==> src/rtl/mref_addr_unit.sv <==
module mref_addr_unit #(
  parameter int PW  = 16,
  parameter int OW  = 8,
  parameter int LOW = 12,
  parameter int NP  = 4
) (
  input  logic                  clk,
  input  logic                  rst_n,
  input  logic                  start,
  input  logic                  mode,
  input  logic [$clog2(NP)-1:0] psel,
  input  logic [OW-1:0]         disp,
  input  logic                  ld_ptr_en,
  input  logic [$clog2(NP)-1:0] ld_ptr_sel,
  input  logic [PW-1:0]         ld_ptr_val,
  input  logic                  ld_ext_en,
  input  logic [OW-1:0]         ld_ext_val,
  input  logic [$clog2(NP)-1:0] rd_sel,
  output logic [PW-1:0]         rd_ptr,
  output logic [PW-1:0]         ea,
  output logic                  ea_valid
);
  localparam int SW = $clog2(NP);
  localparam logic [OW-1:0] ESC = {1'b1, {(OW-1){1'b0}}};

  logic [PW-1:0] ptr [NP];
  logic [OW-1:0] ext;

  wire [OW-1:0]  off     = (disp == ESC) ? ext : disp;
  wire [LOW-1:0] off_x   = {{(LOW-OW){off[OW-1]}}, off};
  wire [PW-1:0]  base    = ptr[psel];
  wire [LOW-1:0] low_sum = base[LOW-1:0] + off_x;
  wire [PW-1:0]  moved   = {base[PW-1:LOW], low_sum};
  wire           auto_ix = mode && (psel != '0);
  wire [PW-1:0]  ea_next = (auto_ix && !off[OW-1]) ? base : moved;

  assign rd_ptr = ptr[rd_sel];

  always_ff @(posedge clk or negedge rst_n) begin
    if (!rst_n) begin
      for (int i = 0; i < NP; i++) ptr[i] <= '0;
    end else begin
      for (int i = 0; i < NP; i++) begin
        if (ld_ptr_en && ld_ptr_sel == SW'(i))
          ptr[i] <= ld_ptr_val;
        else if (start && auto_ix && psel == SW'(i))
          ptr[i] <= moved;
      end
    end
  end

  always_ff @(posedge clk or negedge rst_n) begin
    if (!rst_n)         ext <= '0;
    else if (ld_ext_en) ext <= ld_ext_val;
  end

  always_ff @(posedge clk or negedge rst_n) begin
    if (!rst_n) begin
      ea       <= '0;
      ea_valid <= 1'b0;
    end else begin
      ea_valid <= start;
      if (start) ea <= ea_next;
    end
  end

  AST_VALID_AFTER_START: assert property (@(posedge clk) disable iff (!rst_n)
    start |=> ea_valid);
  AST_VALID_IDLE: assert property (@(posedge clk) disable iff (!rst_n)
    !start |=> !ea_valid);
  AST_EA_HOLD: assert property (@(posedge clk) disable iff (!rst_n)
    !start |=> $stable(ea));
  AST_PAGE_KEEP: assert property (@(posedge clk) disable iff (!rst_n)
    ea_valid |-> ea[PW-1:LOW] == $past(base[PW-1:LOW]));
  AST_PC_UNTOUCHED: assert property (@(posedge clk) disable iff (!rst_n)
    start && psel == '0 && !ld_ptr_en |=> $stable(ptr[0]));
  AST_EXT_HOLD: assert property (@(posedge clk) disable iff (!rst_n)
    !ld_ext_en |=> $stable(ext));

  for (genvar g = 0; g < NP; g++) begin : g_chk
    AST_INDEXED_KEEP: assert property (@(posedge clk) disable iff (!rst_n)
      start && !mode && !ld_ptr_en |=> $stable(ptr[g]));
  end
endmodule

==> config.mk <==
export PLATFORM = sky130hd
export DESIGN_NAME = mref_addr_unit
export DESIGN_NICKNAME = d
export VERILOG_FILES = /design/src/rtl/mref_addr_unit.sv
export SDC_FILE = /design/constraint.sdc
export NUM_CORES = 1
export LEC_CHECK = 0
export ABC_AREA = 0
export BUFFER_PORTS_ARGS = -buffer_cell sky130_fd_sc_hd__buf_2
export CORE_ASPECT_RATIO = 1.2
export CORE_UTILIZATION = 58
export DETAILED_ROUTE_END_ITERATION = 12
export GPL_ROUTABILITY_DRIVEN = 1
export PLACE_DENSITY = 0.83
export SKIP_LAST_GASP = 1
export SLEW_MARGIN = 20
export SYNTH_ARGS = -nofsm -noshare
export SYNTH_HDL_FRONTEND = slang
export SYNTH_SLANG_ARGS = --single-unit
==> constraint.sdc <==
create_clock -name clk -period 4 [get_ports clk]
set_input_delay 0.2 -clock clk [delete_from_list [all_inputs] [get_ports clk]]
set_output_delay 0.2 -clock clk [all_outputs]
set_load 0.02 [all_outputs]
### Word-level counts from Yosys, hierarchy flattened

Index checks and enable logic that the tools add are counted.

* add/sub/neg operators: 1
* order comparisons: 2
* eq/ne operators: 7
* mux-type cells: 16
* bitwise gates (word level): 2
* reduce and logical (&&, ||, !) cells: 19

Operators with widths (number)
* 16-bit 2-to-1 mux: 12
* 16-bit binary-select mux with 2-bit select: 2
* 12-bit adder: 1
* 12-bit 2-to-1 mux: 1
* 1-bit logical AND: 11
* 2-bit nonzero test: 5
* 2-bit equality test (second input constant): 4
* 8-bit equality test (second input constant): 1
* 8-bit 2-to-1 mux: 1
* 3-bit greater-or-equal comparator (second input constant): 2
* 2-bit NOT with 3-bit output: 2
* 2-bit by 1-bit equality test with 1-bit output (second input constant): 2
* 2-bit zero test: 2
* 1-bit zero test: 1

* register bits after elaboration: 89
* word-level logic and storage cells: 54

### Logic depth before layout (Yosys ltp)

* word-level depth: 7
* gate-level depth with buffers: 11

### Worst setup path before layout

Ideal clock, no wire load.

* path type: input to register
* start point: in disp[3]
* end point: reg ptr[39] (netlist name)
* library setup time: 0.082 ns
* data arrival time: 3.315 ns
* required time: 3.918 ns
* path slack: 0.603 ns
* cell stages on the path: 10
* path buffers: 0
* cell sequence: or4_4 > nor4_1 > a21o_1 > ha_1 > and2_4 > a211o_1 > or4_2 > nand3_1 > nand2_1 > a31oi_1

* word-level cells in the longest chain between the ends: 5

RTL lines
* from (decl): line 12 `input logic [OW-1:0] disp,`
* 8-bit equality test: line 29 `wire [OW-1:0] off = (disp == ESC) ? ext : disp;`
* 8-bit 2-to-1 mux (*): line 29
* 12-bit adder (*): line 32 `wire [LOW-1:0] low_sum = base[LOW-1:0] + off_x;`
* 16-bit 2-to-1 mux (*): line 46 `else if (start && auto_ix && psel == SW'(i))`
* 16-bit 2-to-1 mux (*): line 44 `if (ld_ptr_en && ld_ptr_sel == SW'(i))`
* to (signal, indexed assignment): line 45 `ptr[i] <= ld_ptr_val;`
* to (signal, indexed assignment): line 47 `ptr[i] <= moved;`
* to (decl): line 26 `logic [PW-1:0] ptr [NP];`

Mark *: on every way between the ends. The rest lies on a longest branch, timed or not. The select of a mux whose other input is x is not followed.
A chain may end at the register's enable or synchronous reset.

### Worst setup path in the final report

* start point: reg ptr[0] (netlist name)
* end point: reg ea[10]

* word-level cells in the longest chain between the ends: 5

RTL lines
* 16-bit binary-select mux with 2-bit select: line 31 `wire [PW-1:0] base = ptr[psel];`
* 16-bit 2-to-1 mux (implied by the code) (2 in series): line 31
* 12-bit adder: line 32
* 12-bit 2-to-1 mux: line 35 `wire [PW-1:0] ea_next = (auto_ix && !off[OW-1]) ? base : moved;`
* to (signal assigned): line 63 `if (start) ea <= ea_next;`
* to (decl): line 20 `output logic [PW-1:0] ea,`

No other way between the ends. The select of a mux whose other input is x is not followed.

==> out/summary.txt <==
global-route wire length before repair: 22400 um
DR vias: 4541
max cap viols: 0
Mapped Nets: 546
top cells by area, synth: dfrtp_1 43%, mux4_2 13%, mux2_2 6.3%, nand2_1 6.0%, a21oi_1 3.4%
top-count cell post-synth: dfrtp_1
cell area after layout: 5880 um^2
initial antenna violation count: 0
total track usage: 0.327
vias in the first global route: 4546
number of synthesized flops with an enable pin: 0
Critical-path top delay cell: mux4_2
mux contribution to synthesized area: 0.217
sequential area share after synthesis: 0.426
crit path capture type: register
Die ar.: 9390 um^2
DR pass1 iterations: 5
Synth-to-Final Area Change: 12.7%
worst-path maximum fanout: 4
Die Span Y: 106 um
Worst Clk Skew: 0.0122 ns
Layout Nets: 613
share of layout cells above drive strength 1: 0.317
post-cts resize count: 0
number of antenna repair diodes: 0
share of the synthesized area in the top cell type: 0.426
family with the most delay on the worst path: compound AO/OA/AOI/OAI gates
post-synthesis compound-gate area fraction: 0.129
leading area contributor after synthesis: dfrtp_1
Starting DRT DRC Count: 418
final hold vios: 0
placed insts: 662
actual slew at the worst max-slew pin: 1.11 ns
synthesized area: 5220 um^2
post-synthesis simple-gate area fraction: 0.153
Rel. slew slack: 0.257
GP Congestion: 0.936
FMAX: 309 MHz
Worst Path Arrival: 3.51 ns
Port Buffers: 76
setup TNS: 0 ns
WS Path Type: register to register
WP buf/inv: 0
Final Power: 3150 uW
RSZ-0062 raised after global routing: no
setup slack on the worst flop-to-flop path: 0.76 ns
Cell Pwr Density: 535 nW/um^2
CP required: 4.27 ns
ys async rst share: 1.00
pin count of the biggest net entering global routing: 56
Commonest cells post-synth: 89 x dfrtp_1, 83 x nand2_1, 41 x nor2_1
total grt overflow: 0
Longest Clk Path Bufs: 2
TritonCTS buffer count: 9
num ports: 77
core area: 8660 um^2
routed len/inst: 21.2 um
Die X: 88.6 um
ys flop type: dfrtp_1
Via density: 6.69
DRT Wirelength: 14400 um
Yosys cell types: 60
YS warnings: 0
Detail Route Antenna Nets: 0
Final min period: 3.24 ns
Placement Cell Area: 5670 um^2
CTS H-tree lvls: 3
Syn Inst Count: 490
CP Cell Sequence: mux4_2 > ha_1 > fa_1 > a21o_1 > a2111oi_0 > o21ai_0 > a21oi_1 > xnor2_1 > a221o_1
hpwl dp: 9750 um
Clock Sink Count: 89
CP Launch Type: register
final slew viol count: 0
largest family of logic cells by synthesized area: multiplexers
Post-route DRC: 0
starting density of the core: 0.603
Leak: 0.00267 uW
Max rail drop VDD: 0.312 mV
Hold WC Path Type: primary input to register
Worst-Skew Late Latency: 0.39 ns
clk slew on worst S/H paths: 0.10 ns
status: complete, no violations
Setup violations, final: 0
Layout Cells excl Fill: 679
dpl ws: 0.514 ns
Synth Area in Adders: 0.0302
CP max stage delay: 0.52 ns
Avg Inst Size Synth: 10.7 um^2
CTS tree: built
Root Buffer: clkbuf_8
Row Count: 37
# fillers: 621
Final period util: 0.809
Synth Register Bits: 89
final worst slack: 0.765 ns
XOR/XNOR Fraction of Synth Area: 0.0134
==> placed cells by master, fill, tap and decap left out, types with 2 or more instances in the layout <==
cell,netlist,layout
a221o_1,2,2
o21a_1,2,2
nand2_1,83,83
dfrtp_1,89,89
mux2_2,29,29
or2_2,2,2
a31oi_1,14,14
nor2_1,41,41
nand4_1,2,2
ha_1,11,11
xnor2_1,7,7
a31o_2,4,4
inv_6,0,3
buf_4,1,8
mux4_2,31,31
buf_2,4,75
nand3_1,18,18
o21ai_0,18,18
a21oi_1,35,35
and3_1,4,4
a21o_1,10,10
inv_1,5,5
nand2b_1,4,4
nor3_1,2,2
clkbuf_8,2,9
mux2i_1,8,8
or3_1,6,6
o31ai_1,3,3
and3_2,3,3
==> path summary, 6_finish.rpt <==
kind / startpoint / to / cells after the start
worst max-delay path: ptr[0] / ea[10] / 9
worst min register to register: ptr[12] / ptr[12] / 2
worst min-delay path: ld_ptr_val[13] / ptr[45] / 3
min in group asynchronous: rst_n / ptr[54] / 2
max in group asynchronous: rst_n / ea[9] / 3
worst max register to register: ptr[0] / ea[10] / 9
==> power by group <==
part | switching, uW | internal (uW)
registers | 162 | 1110
logic | 694 | 531
clock network | 352 | 297
==> worst register-to-register path, cell delays in order, from the launching register on <==
cell and delay, ns:
dfrtp_1 0.42, mux4_2 0.52, ha_1 0.24, fa_1 0.41, a21o_1 0.20, a2111oi_0 0.47, o21ai_0 0.18, a21oi_1 0.20
xnor2_1 0.17, a221o_1 0.32
==> final cells by class <==
class / count / area [um^2] / share of cell area
multi-input cells: 367 / 2840 / 0.483
flip-flops and latches: 89 / 2230 / 0.378
repair buffers: 84 / 445 / 0.0757
well taps: 117 / 146 / 0.0249
clock buffers: 10 / 128 / 0.0217
clock inverters: 6 / 72.6 / 0.0123
inverters: 6 / 22.5 / 0.00383
==> layer usage <==
metal  global-route usage  part of all wire
met1                0.417              0.37
met2                0.505              0.47
met3               0.0629             0.098
met4                0.211             0.059
met5                    0                 0
==> cells by family (layout without fill, tap and decap cells) <==
logic type / count (synthesis) / count (layout)
xor gates and xnor gates: 8 / 8
DFF: 89 / 89
and+or+nand+nor: 177 / 177
AOI/OAI and AO/OA: 101 / 101
muxes: 69 / 69
adders and majority gates: 12 / 12
buffers and inverters: 34 / 106
==> state kept, by name, summed over array words and instances (netlist names) <==
name / count
ptr: 64
ea: 16
ext: 8
ea_valid: 1
==> stage by stage <==
step                hold slack, ns   util
finish                      0.0435  0.680
global route                0.0427  0.680
detailed placement           0.292  0.655
CTS                         0.0407  0.680
floorplan                  -0.0956      -
global placement             0.286  0.655
==> repair_timing <==
| action | CTS | global route |
|---|---|---|
| setup buffers | 0 | 0 |
| hold endpoints to repair | 54 | 0 |
| hold buffers | 1 | 0 |
(Power assumes the default switching activity.)
